### src/rtl/wag_pkg.sv
package wag_pkg;
  typedef enum logic {FILL_IDLE, FILL_RUN} fill_state_e;
endpackage

### src/rtl/wag_base_table.sv
module wag_base_table #(
  parameter int unsigned NL        = 8,
  parameter int unsigned AW        = 32,
  parameter int unsigned LW        = 3,
  parameter logic [AW-1:0] BASE_ADDR = '0
) (
  input  logic              clk_i,
  input  logic              rst_ni,
  input  logic              init_i,
  input  logic [NL*AW-1:0]  cnt_i,
  input  logic [LW-1:0]     rd_idx_i,
  output logic [AW-1:0]     rd_base_o,
  output logic [NL*AW-1:0]  tbl_o,
  output logic              done_o
);
  import wag_pkg::*;

  fill_state_e     state_q;
  logic [LW-1:0]   idx_q;
  logic [AW-1:0]   acc_q;
  logic [AW-1:0]   tbl_q [NL];
  logic [AW-1:0]   cnt_sel;

  assign cnt_sel   = cnt_i[idx_q*AW +: AW];
  assign rd_base_o = tbl_q[rd_idx_i];

  for (genvar g = 0; g < NL; g++) begin : g_flat
    assign tbl_o[g*AW +: AW] = tbl_q[g];
  end

  always_ff @(posedge clk_i or negedge rst_ni) begin
    if (!rst_ni) begin
      state_q <= FILL_IDLE;
      idx_q   <= '0;
      acc_q   <= '0;
      done_o  <= 1'b0;
      for (int i = 0; i < NL; i++) tbl_q[i] <= '0;
    end else if (init_i) begin
      state_q <= FILL_RUN;
      idx_q   <= '0;
      acc_q   <= BASE_ADDR;
      done_o  <= 1'b0;
    end else if (state_q == FILL_RUN) begin
      tbl_q[idx_q] <= acc_q;
      acc_q        <= acc_q + cnt_sel;
      if (idx_q == LW'(NL-1)) begin
        state_q <= FILL_IDLE;
        done_o  <= 1'b1;
      end else begin
        idx_q <= idx_q + 1'b1;
      end
    end
  end
endmodule

### src/rtl/wag_unit_counter.sv
module wag_unit_counter #(
  parameter int unsigned FIN_W = 8,
  parameter int unsigned NB_W  = 9,
  parameter int unsigned AW    = 32
) (
  input  logic             clk_i,
  input  logic             rst_ni,
  input  logic             clr_i,
  input  logic             adv_i,
  input  logic [FIN_W-1:0] fin_i,
  input  logic [NB_W-1:0]  nb_i,
  output logic [FIN_W-1:0] slice_o,
  output logic [FIN_W-1:0] frag_o,
  output logic [NB_W-1:0]  blk_o,
  output logic [AW-1:0]    idx_o
);
  logic last_s, last_f, last_b;

  assign last_s = (slice_o == fin_i - 1'b1);
  assign last_f = (frag_o  == fin_i - 1'b1);
  assign last_b = (blk_o   == nb_i  - 1'b1);

  always_ff @(posedge clk_i or negedge rst_ni) begin
    if (!rst_ni) begin
      slice_o <= '0;
      frag_o  <= '0;
      blk_o   <= '0;
      idx_o   <= '0;
    end else if (clr_i) begin
      slice_o <= '0;
      frag_o  <= '0;
      blk_o   <= '0;
      idx_o   <= '0;
    end else if (adv_i) begin
      slice_o <= last_s ? '0 : slice_o + 1'b1;
      if (last_s) begin
        frag_o <= last_f ? '0 : frag_o + 1'b1;
        if (last_f) blk_o <= last_b ? '0 : blk_o + 1'b1;
      end
      idx_o <= (last_s && last_f && last_b) ? '0 : idx_o + 1'b1;
    end
  end
endmodule

### src/rtl/wag_addr_pipe.sv
module wag_addr_pipe #(
  parameter int unsigned FIN_W = 8,
  parameter int unsigned NB_W  = 9,
  parameter int unsigned AW    = 32
) (
  input  logic             clk_i,
  input  logic             rst_ni,
  input  logic             vld_i,
  input  logic [FIN_W-1:0] slice_i,
  input  logic [FIN_W-1:0] frag_i,
  input  logic [NB_W-1:0]  blk_i,
  input  logic [AW-1:0]    idx_i,
  input  logic [FIN_W-1:0] fin_i,
  input  logic [NB_W-1:0]  nb_i,
  input  logic [AW-1:0]    base_i,
  input  logic             remap_i,
  output logic [AW-1:0]    addr_o,
  output logic             vld_o
);
  localparam int unsigned LIN_W = 2*FIN_W;

  logic             p1_vld, p1_remap;
  logic [LIN_W-1:0] p1_lin;
  logic [NB_W-1:0]  p1_blk, p1_nb;
  logic [AW-1:0]    p1_idx, p1_base;
  logic [AW-1:0]    off;

  // stage 1: row-major position inside the channel group
  always_ff @(posedge clk_i or negedge rst_ni) begin
    if (!rst_ni) begin
      p1_vld   <= 1'b0;
      p1_remap <= 1'b0;
      p1_lin   <= '0;
      p1_blk   <= '0;
      p1_nb    <= '0;
      p1_idx   <= '0;
      p1_base  <= '0;
    end else begin
      p1_vld <= vld_i;
      if (vld_i) begin
        p1_lin   <= LIN_W'(fin_i) * LIN_W'(frag_i) + LIN_W'(slice_i);
        p1_blk   <= blk_i;
        p1_nb    <= nb_i;
        p1_idx   <= idx_i;
        p1_base  <= base_i;
        p1_remap <= remap_i;
      end
    end
  end

  // stage 2: stride by group count, add base
  assign off = p1_remap ? (AW'(p1_nb) * AW'(p1_lin) + AW'(p1_blk)) : p1_idx;

  always_ff @(posedge clk_i or negedge rst_ni) begin
    if (!rst_ni) begin
      vld_o  <= 1'b0;
      addr_o <= '0;
    end else begin
      vld_o <= p1_vld;
      if (p1_vld) addr_o <= p1_base + off;
    end
  end
endmodule

### src/rtl/fmap_wr_addr_gen.sv
module fmap_wr_addr_gen #(
  parameter int unsigned   NL        = 8,
  parameter int unsigned   FIN_W     = 8,
  parameter int unsigned   OC_W      = 11,
  parameter int unsigned   M_LOG2    = 3,
  parameter int unsigned   AW        = 32,
  parameter logic [AW-1:0] BASE_ADDR = '0,
  parameter int unsigned   LW        = $clog2(NL)
) (
  input  logic              clk_i,
  input  logic              rst_ni,
  input  logic              init_i,
  input  logic [NL*FIN_W-1:0] cfg_fin_i,
  input  logic [NL*OC_W-1:0]  cfg_oc_i,
  input  logic [NL-1:0]     cfg_remap_i,
  input  logic              layer_start_i,
  input  logic [LW-1:0]     layer_i,
  input  logic              unit_vld_i,
  output logic [AW-1:0]     addr_o,
  output logic              addr_vld_o,
  output logic              done_o
);
  localparam int unsigned   NB_W   = OC_W + 1 - M_LOG2;
  localparam int unsigned   OCX    = OC_W + 1;
  localparam logic [OC_W:0] M_MASK = OCX'((1 << M_LOG2) - 1);

  logic [FIN_W-1:0] fin_a [NL];
  logic [NB_W-1:0]  nb_a  [NL];
  logic [AW-1:0]    cnt_a [NL];
  logic [NL*AW-1:0] cnt_flat, tbl_flat;
  logic [AW-1:0]    rd_base;

  for (genvar g = 0; g < NL; g++) begin : g_layer
    logic [OC_W:0] oc_up;
    assign fin_a[g] = cfg_fin_i[g*FIN_W +: FIN_W];
    assign oc_up    = {1'b0, cfg_oc_i[g*OC_W +: OC_W]} + M_MASK;
    assign nb_a[g]  = NB_W'(oc_up >> M_LOG2);
    assign cnt_a[g] = AW'(fin_a[g]) * AW'(fin_a[g]) * AW'(nb_a[g]);
    assign cnt_flat[g*AW +: AW] = cnt_a[g];
  end

  wag_base_table #(.NL(NL), .AW(AW), .LW(LW), .BASE_ADDR(BASE_ADDR)) u_tbl (
    .clk_i     (clk_i),
    .rst_ni    (rst_ni),
    .init_i    (init_i),
    .cnt_i     (cnt_flat),
    .rd_idx_i  (layer_i),
    .rd_base_o (rd_base),
    .tbl_o     (tbl_flat),
    .done_o    (done_o)
  );

  logic [FIN_W-1:0] cur_fin;
  logic [NB_W-1:0]  cur_nb;
  logic             cur_remap;
  logic [AW-1:0]    cur_base, cur_count;

  always_ff @(posedge clk_i or negedge rst_ni) begin
    if (!rst_ni) begin
      cur_fin   <= '0;
      cur_nb    <= '0;
      cur_remap <= 1'b0;
      cur_base  <= '0;
      cur_count <= '0;
    end else if (layer_start_i) begin
      cur_fin   <= fin_a[layer_i];
      cur_nb    <= nb_a[layer_i];
      cur_remap <= cfg_remap_i[layer_i];
      cur_base  <= rd_base;
      cur_count <= cnt_a[layer_i];
    end
  end

  logic [FIN_W-1:0] slice, frag;
  logic [NB_W-1:0]  blk;
  logic [AW-1:0]    uidx;

  wag_unit_counter #(.FIN_W(FIN_W), .NB_W(NB_W), .AW(AW)) u_cnt (
    .clk_i   (clk_i),
    .rst_ni  (rst_ni),
    .clr_i   (layer_start_i),
    .adv_i   (unit_vld_i),
    .fin_i   (cur_fin),
    .nb_i    (cur_nb),
    .slice_o (slice),
    .frag_o  (frag),
    .blk_o   (blk),
    .idx_o   (uidx)
  );

  wag_addr_pipe #(.FIN_W(FIN_W), .NB_W(NB_W), .AW(AW)) u_pipe (
    .clk_i   (clk_i),
    .rst_ni  (rst_ni),
    .vld_i   (unit_vld_i),
    .slice_i (slice),
    .frag_i  (frag),
    .blk_i   (blk),
    .idx_i   (uidx),
    .fin_i   (cur_fin),
    .nb_i    (cur_nb),
    .base_i  (cur_base),
    .remap_i (cur_remap),
    .addr_o  (addr_o),
    .vld_o   (addr_vld_o)
  );
endmodule

### config.mk
export PLATFORM = sky130hd
export DESIGN_NAME = fmap_wr_addr_gen
export DESIGN_NICKNAME = d
export VERILOG_FILES = /design/src/rtl/wag_pkg.sv /design/src/rtl/wag_base_table.sv /design/src/rtl/wag_unit_counter.sv /design/src/rtl/wag_addr_pipe.sv /design/src/rtl/fmap_wr_addr_gen.sv
export SDC_FILE = /design/constraint.sdc
export NUM_CORES = 2
export LEC_CHECK = 0
export BUFFER_PORTS_ARGS = -buffer_cell sky130_fd_sc_hd__buf_4
export CAP_MARGIN = 20
export CELL_PAD_IN_SITES_DETAIL_PLACEMENT = 1
export CELL_PAD_IN_SITES_GLOBAL_PLACEMENT = 2
export CORE_MARGIN = 2
export CORE_UTILIZATION = 46
export DETAILED_ROUTE_END_ITERATION = 8
export PLACE_DENSITY_LB_ADDON = 0.1
export SYNTH_ARGS = -nofsm -noshare
export SYNTH_HDL_FRONTEND = slang
export SYNTH_SLANG_ARGS = --single-unit
### constraint.sdc
create_clock -name clk_i -period 17.8 [get_ports clk_i]
set_input_delay 0.89 -clock clk_i [delete_from_list [all_inputs] [get_ports clk_i]]
set_output_delay 0.89 -clock clk_i [all_outputs]
set_load 0.02 [all_outputs]
==> results.md <==
* # H-tree levels at 2
* Critical Path Max Stage Delay at 560 ps
* Period utilisation layout at 0.683
* Clk slew on worst S/H paths at 60 ps
* Worst setup EP type: flop
* Post-synth top area share at 0.264
* Crit path max fanout at 11
* Via/cell ratio at 5.54
* CORE AREA at 0.177 mm²
* Async S/R FF share, synth at 1.00
* Worst-Skew Late Latency at 650 ps
* Reg-to-reg slack, setup at 9310 ps
* CTS Hold Bufs at 0
* Pins Over Slew Limit at 0
* Vias at 62,000
* EDFF count, synth at 0
* DRC Markers at 0
* Dominant synthesized flop cell: dfrtp_1
* Data required, critical path at 18,350 ps
* Final setup vio count at 0
* CP Class: in -> reg
* Routed wire per std cell at 22.8 µm
* Min cycle time layout at 12,160 ps
* Resized Gates After CTS at 0
* Post-synthesis sequential area ratio at 0.163
* Starting density of the core at 0.464
* Hold/Removal Path Class: in -> async
* Io pins at 202
* Die height at 426 µm
* Worst Path Arrival at 12,710 ps
* Die area at 0.182 mm²
* Post-Syn Area at 0.0820 mm²
* RD Place Congestion at 0.942
* Antenna-violating nets left at 0
* Fin Hold WS at 362 ps
* RSZ-0062 raised after global routing: false
* Share of cells above drive strength 1 at 0.115
* CTS Buf Count at 51
* Clock Root Buffer: clkbuf_16
* Longest Clk Path Bufs at 3
* Mapped Nets at 10,800
* Setup TNS at 0 ps
* Final Hold Vio Count at 0
* Synth unique cells at 91
* WL final at 256 mm
* DR iter-0 viols at 3,000
* CTS tree: yes
* Post-CTS Setup Repair Bufs at 0
* DIE WIDTH at 426 µm
* FMAX at 82.2 MHz
* Vias in the first global route at 69,000
* Largest net degree at the start of global routing at 120
* Initial DRT Pass Iterations at 5
* CP startpoint kind: input port
* Number of antenna violations at the first check in global routing at 19
* # Max-Cap Violations at 0
* Area Overhead vs Synth at 7.46%
* Flops & latches, synth at 533
* Setup Skew at 58.3 ps
* Crit path max-delay cell type: fa_1
* Post-layout net count at 10,800
* Syn avg cell area at 9.36 µm²
* First-pass GRT wire length at 405 mm
* Clock Sinks at 533
* Num rows at 154
* Syn Inst Count at 8,761
* Total GRT Usage at 0.288
* Slew HR at 0.245
* R2r worst-path depth at 28
* Worst-margin pin slew at 1120 ps
* Input/output buffers at 201
* Most used cell, CP: inv_1
* Synth warnings at 0
* Synth area leaders: fa_1 (26%), dfrtp_1 (16%), ha_1 (12%)
* HPWL after DPL at 210 mm
* Outcome: completed
* Leading area contributor after synthesis: fa_1
* Grt total ovfl at 0
-- kinds of logic (layout without fill, tap and decap cells) --
| family | after synthesis | after routing | share of synthesized area |
|---|---|---|---|
| mux | 583 | 583 | 0.0949 |
| fa+ha+maj | 1865 | 1865 | 0.383 |
| buf+inv | 1728 | 1816 | 0.0796 |
| xor+xnor | 489 | 489 | 0.0533 |
| compound gates | 1026 | 1026 | 0.0789 |
| flops | 533 | 533 | 0.163 |
| simple gates | 2535 | 2535 | 0.147 |
| other cells | 2 | 13 | 0.0000916 |
-- synthesized netlist by cell type, types with 24 or more instances --
cell      number
mux2i_1       76
xnor2_1      311
xor2_1       172
mux4_2       116
fa_1        1079
o21ai_0      257
a21oi_1      314
and2_1       309
and3_1        91
or2_2         46
a21o_1       105
clkbuf_1     278
nand3_1       97
nor3_1        90
dfrtp_1      533
inv_1       1410
o21bai_1      27
o211ai_1      32
mux2_2       391
o21a_1        38
a211oi_1      33
a31oi_1       28
nand2b_1     173
buf_1         24
o22ai_1       27
nor2_1       737
nor2b_1      121
nand2_1      734
or3_1         48
ha_1         786
-- per-stage QoR --
step	area (µm²)	utilization	std cells	setup slack [ps]
2_1_floorplan	82000	-	8761	6440
3_3_place_gp	86200	0.488	11100	5330
3_5_place_dp	86200	0.488	11100	5130
4_1_cts	88000	0.498	11200	5760
5_1_grt	88100	0.498	11200	4740
6_report	88100	0.499	11200	5640
-- cells in the final DEF, fill, tap and decap left out, types with 27 or more instances in the layout --
master	instances
or2_2	46
a211oi_1	33
o21bai_1	27
nand3_1	95
nor3_1	90
mux4_2	116
xnor2_1	293
mux2_2	391
fa_1	1079
nor2b_1	121
nor2_1	733
clkbuf_16	51
mux2i_1	76
nand2_1	732
o211ai_1	32
xor2_1	166
or3_1	48
a21oi_1	314
o21ai_0	257
a31oi_1	28
and2_1	309
nand2b_1	173
and3_1	91
a21o_1	105
buf_4	304
inv_1	1410
o21a_1	38
ha_1	786
o22ai_1	27
dfrtp_1	532
-- critical path: cells and delay by family --
kind,cells,cell delay [ps]
compound gates,20,4670
fa+ha+maj,11,4510
simple gates,5,1040
buf+inv,9,920
xor+xnor,2,470
mux,1,180
-- flip-flops by register name (all words and copies together) (netlist names) --
register	count
u_pipe.addr_o	32
u_pipe.p1_vld	1
u_tbl.state_q	1
cur_base	32
u_pipe.p1_remap	1
u_pipe.vld_o	1
cur_nb	9
u_tbl.acc_q	32
u_pipe.p1_base	32
u_tbl.done_o	1
u_cnt.frag_o	8
cur_remap	1
cur_fin	8
u_tbl.tbl_o	256
u_tbl.idx_q	3
u_pipe.p1_blk	9
u_pipe.p1_lin	16
u_pipe.p1_idx	32
u_cnt.idx_o	32
u_pipe.p1_nb	9
u_cnt.slice_o	8
u_cnt.blk_o	9
-- worst paths after layout --
path / start / to
max in group asynchronous: rst_ni / u_tbl.tbl_o[243]
setup / recovery: cfg_fin_i[0] / u_tbl.acc_q[30]
hold reg to reg: u_tbl.tbl_o[33] / u_tbl.tbl_o[33]
min in group clk_i: u_tbl.tbl_o[33] / u_tbl.tbl_o[33]
hold / removal: rst_ni / u_pipe.p1_remap
setup reg to reg: u_pipe.p1_nb[0] / u_pipe.addr_o[30]
-- per-layer routing --
| metal | up-vias | global-route usage | share of wire | wire length, µm |
|---|---|---|---|---|
| met5 | - | 0 | 0.00023 | 60 |
| met4 | 10 | 0.116 | 0.047 | 12100 |
| met3 | 322 | 0.0237 | 0.032 | 8300 |
| met2 | 1023 | 0.513 | 0.50 | 128000 |
| met1 | 32300 | 0.359 | 0.42 | 107000 |
| li1 | 28300 | - | - | - |
-- cell type report --
type	count	area, µm²
diodes	11	27.5
multi-input cells	6500	62300
fillers	20100	88600
clock inverters	27	388
inverters	1414	5310
well taps	2340	2930
flip-flops and latches	533	13300
repair buffers	309	2340
clock buffers	66	1420
Power is not shown: default switching activity piles up to over one toggle a cycle in this logic, so the estimate is an artifact.
